===== src/rtl/i2c_arb_master.sv =====
module i2c_arb_master #(
  parameter int DIV_W = 8
) (
  input  logic             clk,
  input  logic             rst_n,
  input  logic [DIV_W-1:0] clk_div,
  input  logic             cmd_valid,
  input  logic [2:0]       cmd,
  input  logic             cmd_last,
  input  logic [7:0]       tx_byte,
  output logic             cmd_ready,
  output logic [7:0]       rx_byte,
  output logic             busy,
  output logic             done,
  output logic             nack_addr,
  output logic             nack_data,
  output logic             arb_lost,
  input  logic             scl_i,
  input  logic             sda_i,
  output logic             scl_oe,
  output logic             sda_oe
);

  localparam logic [2:0] OP_START = 3'd1;
  localparam logic [2:0] OP_ADDR  = 3'd2;
  localparam logic [2:0] OP_WRITE = 3'd3;
  localparam logic [2:0] OP_READ  = 3'd4;
  localparam logic [2:0] OP_STOP  = 3'd5;
  localparam int         BITS     = 8;
  localparam logic [3:0] ACK_SLOT = 4'(BITS);

  typedef enum logic [1:0] {S_IDLE, S_START, S_SHIFT, S_STOP} state_t;

  state_t           st;
  logic [1:0]       ph;
  logic [3:0]       bcnt;
  logic [7:0]       sh;
  logic             rd, is_addr, last, own;
  logic [DIV_W-1:0] cnt;
  logic             sda_q, scl_q;
  logic             tick, start_det, stop_det;

  assign tick      = (cnt == '0);
  assign cmd_ready = (st == S_IDLE);
  assign start_det = scl_q & scl_i & sda_q & ~sda_i;
  assign stop_det  = scl_q & scl_i & ~sda_q & sda_i;

  always_ff @(posedge clk or negedge rst_n) begin
    if (!rst_n) begin
      cnt   <= '0;
      sda_q <= 1'b1;
      scl_q <= 1'b1;
      busy  <= 1'b0;
    end else begin
      sda_q <= sda_i;
      scl_q <= scl_i;
      if (st == S_IDLE || tick) cnt <= clk_div;
      else                      cnt <= cnt - 1'b1;
      if (start_det)     busy <= 1'b1;
      else if (stop_det) busy <= 1'b0;
    end
  end

  always_ff @(posedge clk or negedge rst_n) begin
    if (!rst_n) begin
      st        <= S_IDLE;
      ph        <= 2'd0;
      bcnt      <= 4'd0;
      sh        <= 8'd0;
      rx_byte   <= 8'd0;
      rd        <= 1'b0;
      is_addr   <= 1'b0;
      last      <= 1'b0;
      own       <= 1'b0;
      scl_oe    <= 1'b0;
      sda_oe    <= 1'b0;
      done      <= 1'b0;
      nack_addr <= 1'b0;
      nack_data <= 1'b0;
      arb_lost  <= 1'b0;
    end else begin
      case (st)
        S_IDLE: if (cmd_valid) begin
          done      <= 1'b0;
          nack_addr <= 1'b0;
          nack_data <= 1'b0;
          arb_lost  <= 1'b0;
          ph        <= 2'd0;
          bcnt      <= 4'd0;
          case (cmd)
            OP_START: st <= S_START;
            OP_ADDR, OP_WRITE, OP_READ: begin
              if (own) begin
                st      <= S_SHIFT;
                sh      <= tx_byte;
                rd      <= (cmd == OP_READ);
                is_addr <= (cmd == OP_ADDR);
                last    <= cmd_last;
              end else begin
                done     <= 1'b1;
                arb_lost <= 1'b1;
              end
            end
            OP_STOP: begin
              if (own) st <= S_STOP;
              else begin
                done     <= 1'b1;
                arb_lost <= 1'b1;
              end
            end
            default: done <= 1'b1;
          endcase
        end

        S_START: if (tick) begin
          if (!own && busy) ph <= 2'd0;
          else begin
            ph <= ph + 2'd1;
            case (ph)
              2'd0: sda_oe <= 1'b0;
              2'd1: scl_oe <= 1'b0;
              2'd2: begin sda_oe <= 1'b1; own <= 1'b1; end
              default: begin scl_oe <= 1'b1; done <= 1'b1; st <= S_IDLE; end
            endcase
          end
        end

        S_SHIFT: if (tick) begin
          ph <= ph + 2'd1;
          case (ph)
            2'd0: begin
              if (bcnt < ACK_SLOT) sda_oe <= rd ? 1'b0 : ~sh[7];
              else                 sda_oe <= rd ? ~last : 1'b0;
            end
            2'd1: scl_oe <= 1'b0;
            2'd2: begin
              if (bcnt < ACK_SLOT) begin
                if (rd) sh <= {sh[6:0], sda_i};
                else if (!sda_oe && !sda_i) begin
                  scl_oe   <= 1'b0;
                  own      <= 1'b0;
                  arb_lost <= 1'b1;
                  done     <= 1'b1;
                  st       <= S_IDLE;
                end else sh <= {sh[6:0], 1'b0};
              end else if (!rd && sda_i) begin
                if (is_addr) nack_addr <= 1'b1;
                else         nack_data <= 1'b1;
              end
            end
            default: begin
              scl_oe <= 1'b1;
              bcnt   <= bcnt + 4'd1;
              if (bcnt == ACK_SLOT) begin
                if (rd) rx_byte <= sh;
                if (nack_addr) st <= S_STOP;
                else begin
                  done <= 1'b1;
                  st   <= S_IDLE;
                end
              end
            end
          endcase
        end

        default: if (tick) begin
          ph <= ph + 2'd1;
          case (ph)
            2'd0: sda_oe <= 1'b1;
            2'd1: scl_oe <= 1'b0;
            2'd2: sda_oe <= 1'b0;
            default: begin own <= 1'b0; done <= 1'b1; st <= S_IDLE; end
          endcase
        end
      endcase
    end
  end


  sda_while_high_chk: assert property (@(posedge clk) disable iff (!rst_n)
    (st == S_SHIFT && $past(st == S_SHIFT) && !scl_oe && $past(!scl_oe)) |-> $stable(sda_oe));


  start_holdoff_chk: assert property (@(posedge clk) disable iff (!rst_n)
    (st == S_START && !own && busy) |-> !sda_oe);


  arb_release_chk: assert property (@(posedge clk) disable iff (!rst_n)
    arb_lost |-> (!sda_oe && !scl_oe && !own));


  addr_nack_stop_chk: assert property (@(posedge clk) disable iff (!rst_n)
    (st == S_IDLE && nack_addr) |-> (!own && !scl_oe && !sda_oe));


  last_byte_nack_chk: assert property (@(posedge clk) disable iff (!rst_n)
    (st == S_SHIFT && rd && last && bcnt == ACK_SLOT) |-> !sda_oe);


  flags_clear_chk: assert property (@(posedge clk) disable iff (!rst_n)
    (st == S_IDLE && cmd_valid && cmd == OP_START) |=> (!done && !nack_addr && !nack_data && !arb_lost));

endmodule


===== config.mk =====
export PLATFORM = sky130hd
export DESIGN_NAME = i2c_arb_master
export DESIGN_NICKNAME = d
export VERILOG_FILES = /design/src/rtl/i2c_arb_master.sv
export SDC_FILE = /design/constraint.sdc
export NUM_CORES = 1
export LEC_CHECK = 0
export BUFFER_PORTS_ARGS = -buffer_cell sky130_fd_sc_hd__buf_4
export CORE_ASPECT_RATIO = 0.75
export CORE_MARGIN = 3
export CORE_UTILIZATION = 30
export CTS_CLUSTER_SIZE = 20
export DETAILED_ROUTE_END_ITERATION = 10
export MAX_ROUTING_LAYER = met4
export PLACE_DENSITY_LB_ADDON = 0.12
export SLEW_MARGIN = 20
export SYNTH_ARGS = -nofsm -noshare
export SYNTH_HDL_FRONTEND = slang
export SYNTH_SLANG_ARGS = --single-unit

===== constraint.sdc =====
create_clock -name clk -period 2.9 [get_ports clk]
set_clock_uncertainty 0.15 [all_clocks]
set_input_delay 0.58 -clock clk [delete_from_list [all_inputs] [get_ports clk]]
set_output_delay 0.58 -clock clk [all_outputs]
set_load 0.01 [all_outputs]

==> results of run 1 <==
==> power by group through the flow <==
stage	clock, mW	sequential [mW]	combinational, mW
after floorplan	0	0.687	0.0340
after global placement	0	0.694	0.0815
after detailed placement	0	0.693	0.0830
after CTS	0.680	0.682	0.0826
after global routing	0.704	0.685	0.0921
final	0.666	0.682	0.0803
==> stage by stage <==
| stage | cell area [sq um] | util (%) | hold slack (ns) | instances | setup slack (ns) |
|---|---|---|---|---|---|
| global placement | 3020 | 35.42 | 0.3433 | 400 | 0.3426 |
| CTS | 3192 | 37.43 | 0.1742 | 408 | 0.3365 |
| floorplan | 2650 | - | 0.1344 | 260 | 0.6165 |
| detailed placement | 3020 | 35.42 | 0.3472 | 400 | 0.3471 |
| global route | 3192 | 37.43 | 0.1965 | 408 | 0.2164 |
| finish | 3192 | 37.43 | 0.1422 | 408 | 0.3028 |
==> placed cells by master (no fill, tap or decap), types with 2 or more instances in the layout <==
cell,n
nand2_1,21
clkbuf_16,5
ha_1,13
o41ai_1,2
or2b_2,4
o31ai_1,3
inv_1,15
dfrtp_1,43
a41oi_1,3
nand3b_1,2
nand2b_1,7
a211oi_1,3
dfstp_2,2
nor3_1,5
xor2_1,3
buf_4,43
nand4_1,3
nor2_1,15
nor4_4,2
nor2b_1,3
nand3_1,9
a21oi_1,10
mux2_2,25
and3_1,2
a31oi_1,3
xnor2_1,5
o21ai_0,26
==> cell type report <==
cell class                      instances  share of cell area [%]
Clock buffer                            5                   3.920
Clock inverter                          3                   1.450
Inverter                               15                   1.764
Multi-Input combinational cell        189                   43.16
Sequential cell                        45                   35.36
Tap cell                              108                   4.234
Timing Repair Buffer                   43                   10.11
==> path summary, 6_finish.rpt <==
path / start / endpoint / slack (ns)
max: ph[0]$_DFFE_PN0P_ / st[0]$_DFFE_PN0P_ / 0.30
min: rst_n / rx_byte[0]$_DFFE_PN0P_ / 0.14
max reg2reg: ph[0]$_DFFE_PN0P_ / st[0]$_DFFE_PN0P_ / 0.30
min reg2reg: rx_byte[2]$_DFFE_PN0P_ / rx_byte[2]$_DFFE_PN0P_ / 0.36
max in group asynchronous: rst_n / cnt[7]$_DFF_PN0_ / 2.05
min in group clk: scl_i / scl_q$_DFF_PN1_ / 0.27
==> flip-flops by register name (all words and copies together), names as in the netlist <==
signal and flops:
own 1, scl_q 1, cnt 8, arb_lost 1
sda_oe 1, busy 1, bcnt 4, nack_addr 1
rx_byte 8, rd 1, ph 2, nack_data 1
st 2, sh 8, scl_oe 1, done 1
is_addr 1, sda_q 1, last 1
==> cells by family (layout without fill, tap and decap cells) <==
family	Yosys count	count (layout)	share of synthesized area, %
AND/OR/NAND/NOR	83	83	18.41
adder cells (fa/ha/maj)	13	13	6.138
AO/OA/AOI/OAI	59	59	13.79
multiplexers	26	26	11.00
buffers and inverters	26	66	5.429
flip-flops	45	45	42.59
XOR/XNOR	8	8	2.644
==> metal layers <==
| metal | wire (um) | GRT usage [%] | up-vias | part of all wire, % |
|---|---|---|---|---|
| met3 | 217 | 2.569 | 4 | 3.6 |
| met5 | 0 | - | - | 0 |
| met2 | 2396 | 16.59 | 34 | 39 |
| met4 | 48 | 2.265 | 0 | 0.79 |
| met1 | 3448 | 20.64 | 977 | 56 |
| li1 | - | - | 1001 | - |
==> results.cfg, run 1 <==
[timing]
slew_headroom_pct = 60.93
fin_crit_ns = 2.597
post-route-period-util_pct = 89.56
slew_viol_final = 0
setup_violations = 0
fmax_mhz = 385.0
fin_tns_setup_ns = 0
worst_pin_slew_ns = 0.5799
rsz0062_at_grt = false
hold_viol = 0

[finish]
drive_gt1_share_pct = 30.33
num-fill-cells = 859
synthToLayoutAreaGrowth_pct = 20.44
seqCellArea_sq_um = 1129
multiInputGateArea_sq_um = 1378
diodes = 0
nNetsFinal = 337

[synth]
ys_seq_elements = 45
synthArstFlopShare_pct = 100.0
syn_area_sq_um = 2650
synthesis.nets = 298
yosysUniqueCellTypes = 50
seq_area_frac_synth_pct = 42.59
synth_most_common_cell = dfrtp_1
synthCells = 260
synth-edff-count = 0
synth_warnings = 0
synth_top_area_share_pct = 40.60
synth_top_flop_cell = dfrtp_1
syn_area_per_cell_sq_um = 10.19
synthTopCellsByArea = dfrtp_1 (41%), mux2_2 (11%), ha_1 (6.1%), o21ai_0 (4.9%), nand2_1 (3.0%)
synthTopCellsByCount = dfrtp_1 (43), o21ai_0 (26), mux2_2 (25)
yosysTopAreaCell = dfrtp_1

[route]
post_drt_wl_per_cell_um = 14.98
firstDrtPassIters = 4
via_per_inst = 4.941
drt_wl_total_um = 6111
dr_total_vias = 2016
drc = 0
drtAntennaViolNets = 0
drtIter0Drc = 129

[power]
powerDensity_nw_per_um2 = 447.3
swShare_pct = 22.92
netSwitchingPower_mw = 0.3272
total_power_mw = 1.428
seqPwrFrac_pct = 47.8
p_int_mw = 1.100
p_clk_share_pct = 46.6
leakage_nw = 1.446
comb_power_share_pct = 5.6
ir_worst_vdd_uv = 282.9

[worst_setup_path]
critPathArrivalTime_ns = 2.62
r2r_cells = 7
slowest_stage = nor4_2
crit_fanout = 9
critical_path_class = reg -> reg
cp.depth = 7
crit_buf_inv = 1
cpPeakStageDelay_ns = 0.46
crit_family = simple AND/OR/NAND/NOR gates
critical_path.cell_chain = inv_1, ha_1, or2b_2, o21ba_2, nor4_2, and3_1, mux2_2
worstSetupEndpointType = flip-flop
required_ns = 2.92
worstSetupStartpointType = flip-flop

[cts]
ctsHoldBuffers = 0
cts_root_buffer = clkbuf_16
cts_buffers = 5
cts_tree = yes
clock_latency_ns = 0.29
post_cts_resized = 0
cts_max_level = 2
clk_pin_slew_ns = 0.07
clockBufferDepth = 2
numClockSinks = 45
post_cts_buffers = 0

[hold_path]
min_path_type = in -> async

[global_routing]
grt_max_degree = 46
antenna_found_initial = 0
track_usage_pct = 12.95
grt_pass1_wl_um = 9970
grt_overflow = 0
grt_pass1_vias = 1920

[placement]
port_buffers = 40
dp_hpwl_um = 4523
globalplace.congestion = 0.8693

[floorplanning]
num_rows = 29
die_width_um = 114.5
coreArea_sq_um = 8527
initial_core_util_pct = 31.08
die_area_sq_um = 10010
ios = 41
dieHeight_um = 87.40

[flow_run]
maxCapViolCount = 0

[outcome]
status = complete, no violations
Note: power is estimated with default switching activity, not from simulation.
==> run 2: changes to the inputs <==
- ABC_AREA: unset -> 1
==> results.cfg, run 2 <==
[outcome]
status = complete, no violations

[global_routing]
track_usage_pct = 14.31
grt_pass1_vias = 2206
grt_overflow = 0
grt_pass1_wl_um = 10980
grt_max_degree = 46
antenna_found_initial = 0

[worst_setup_path]
required_ns = 2.92
cp.depth = 10
crit_buf_inv = 2
worstSetupStartpointType = flip-flop
critical_path.cell_chain = inv_1, ha_1, inv_2, nand2_1, o21ai_1, nand4_1, nor2_2, nand2_4, nand2_1, o21ai_2
crit_fanout = 17
r2r_cells = 10
worstSetupEndpointType = flip-flop
critPathArrivalTime_ns = 2.13
cpPeakStageDelay_ns = 0.38
cpMostUsedCell = nand2_1
crit_family = simple AND/OR/NAND/NOR gates
slowest_stage = dfrtp_1
critical_path_class = reg -> reg

[placement]
port_buffers = 40
dpl_worst_slack_ns = 0.8166
dp_hpwl_um = 4870
placed_cell_area_sq_um = 3083
globalplace.congestion = 0.8500

[synth]
synth-edff-count = 0
yosysTopAreaCell = dfrtp_1
ys_seq_elements = 45
synth_top_area_share_pct = 40.02
synth_warnings = 0
synth_most_common_cell = nand2_1
syn_area_per_cell_sq_um = 7.816
synthCells = 344
syn_area_sq_um = 2689
yosysUniqueCellTypes = 36
synthTopCellsByCount = nand2_1 (94), dfrtp_1 (43), inv_1 (31)
seq_area_frac_synth_pct = 41.97
synthTopCellsByArea = dfrtp_1 (40%), nand2_1 (13%), ha_1 (6.0%), o21ai_1 (5.4%), nand3_1 (4.8%)
synthArstFlopShare_pct = 100.0
synthesis.nets = 382
synth_top_flop_cell = dfrtp_1

[cts]
clock_latency_ns = 0.29
numClockSinks = 45
cts_max_level = 2
cts_buffers = 5
clockBufferDepth = 2
ctsHoldBuffers = 0
cts_root_buffer = clkbuf_16
cts_tree = yes
post_cts_buffers = 0
clk_pin_slew_ns = 0.06
post_cts_resized = 0

[timing]
fin_crit_ns = 2.108
slew_viol_final = 0
slew_headroom_pct = 60.46
worst_pin_slew_ns = 0.5931
fin_ws_ns = 0.7921
setup_violations = 0
rsz0062_at_grt = false
whs_ns = 0.1464
post-route-period-util_pct = 72.69
fmax_mhz = 474.4
hold_viol = 0
fin_tns_setup_ns = 0

[floorplanning]
die_area_sq_um = 10150
coreArea_sq_um = 8600
initial_core_util_pct = 31.27
num_rows = 29
dieHeight_um = 87.99
ios = 41
die_width_um = 115.3

[route]
post_drt_wl_per_cell_um = 13.08
dr_total_vias = 2286
via_per_inst = 4.637
drt_wl_total_um = 6446
drtAntennaViolNets = 0
firstDrtPassIters = 4
drtIter0Drc = 114
drc = 0

[finish]
seqCellArea_sq_um = 1129
most-common-layout-cells = nand2_1 (94), dfrtp_1 (43), buf_4 (41), inv_1 (31)
top_regs = cnt x8, rx_byte x8, sh x8
multiInputGateArea_sq_um = 1373
diodes = 0
layout_commonest_cell = nand2_1
drive_gt1_share_pct = 18.96
num-fill-cells = 899
synthToLayoutAreaGrowth_pct = 19.87
nNetsFinal = 422
postLayoutCellArea_sq_um = 3223

[flow_run]
maxCapViolCount = 0

[power]
powerDensity_nw_per_um2 = 947.4
ir_worst_vdd_uv = 422.7
leakage_nw = 1.613

[hold_path]
min_path_type = in -> async
run 2: cell types whose count changed after synthesis, moves of 14 or more:
cell     before  now
nor2_1       15   29
mux2_2       25    0
o21ai_0      26    9
inv_1        15   31
nand2_1      21   94
o21ai_1       0   29
nand3_1       9   26
run 2: per-layer routing:
metal | wire length (um) | track usage, % | vias to the layer above
met5 | 0 | - | -
met4 | 103 | 4.904 | 0
met3 | 325 | 3.591 | 9
met2 | 2673 | 20.01 | 56
met1 | 3343 | 20.03 | 1026
li1 | - | - | 1195
run 2: power by group:
| group | switching (mW) | internal [mW] | total, mW | leakage (nW) |
|---|---|---|---|---|
| clock | 0.240 | 0.320 | 0.561 | 0.0641 |
| combinational | 0.939 | 0.548 | 1.49 | 0.974 |
| sequential | 0.167 | 0.838 | 1.00 | 0.575 |
run 2: layout make-up:
| class | count | share of cell area, % |
|---|---|---|
| Sequential cell | 45 | 35.02 |
| Inverter | 37 | 4.309 |
| Clock inverter | 1 | 0.2329 |
| Clock buffer | 7 | 4.115 |
| Tap cell | 108 | 4.193 |
| Multi-Input combinational cell | 254 | 42.59 |
| Timing Repair Buffer | 41 | 9.550 |
run 2: kinds of logic (layout without fill, tap and decap cells):
family	after synthesis	after routing	share of synthesized area, %
simple gates	176	176	29.73
compound gates	53	53	11.08
flops	45	45	41.97
buf+inv	45	86	6.980
fa+ha+maj	13	13	6.049
xor+xnor	7	7	2.280
mux	5	5	1.908
run 2: per-stage QoR:
| stage | total power, mW | utilization (%) | std cells |
|---|---|---|---|
| floorplan | 2.121 | - | 344 |
| global placement | 2.518 | 35.85 | 485 |
| detailed placement | 2.517 | 35.85 | 485 |
| CTS | 3.099 | 37.48 | 493 |
| global route | 3.384 | 37.48 | 493 |
| finish | 3.054 | 37.48 | 493 |
run 2: path summary, 6_finish.rpt:
kind | startpoint | to | slack (ns)
worst max-delay path | st[0]$_DFFE_PN0P_ | sh[2]$_DFFE_PN0P_ | 0.79
worst min-delay path | rst_n | rx_byte[6]$_DFFE_PN0P_ | 0.15
worst max register to register | st[0]$_DFFE_PN0P_ | sh[2]$_DFFE_PN0P_ | 0.79
worst min register to register | cnt[0]$_DFF_PN0_ | cnt[0]$_DFF_PN0_ | 0.31
max in group asynchronous | rst_n | arb_lost$_DFFE_PN0P_ | 2.05
min in group clk | scl_i | scl_q$_DFF_PN1_ | 0.26
run 2: worst register-to-register path: cells and delay by family, from the launching register on:
kind                     cells  cell delay, ns
flip-flops                   1            0.38
AND/OR/NAND/NOR              5            0.67
adder cells (fa/ha/maj)      1            0.28
AO/OA/AOI/OAI                2            0.15
buffers and inverters        2            0.37
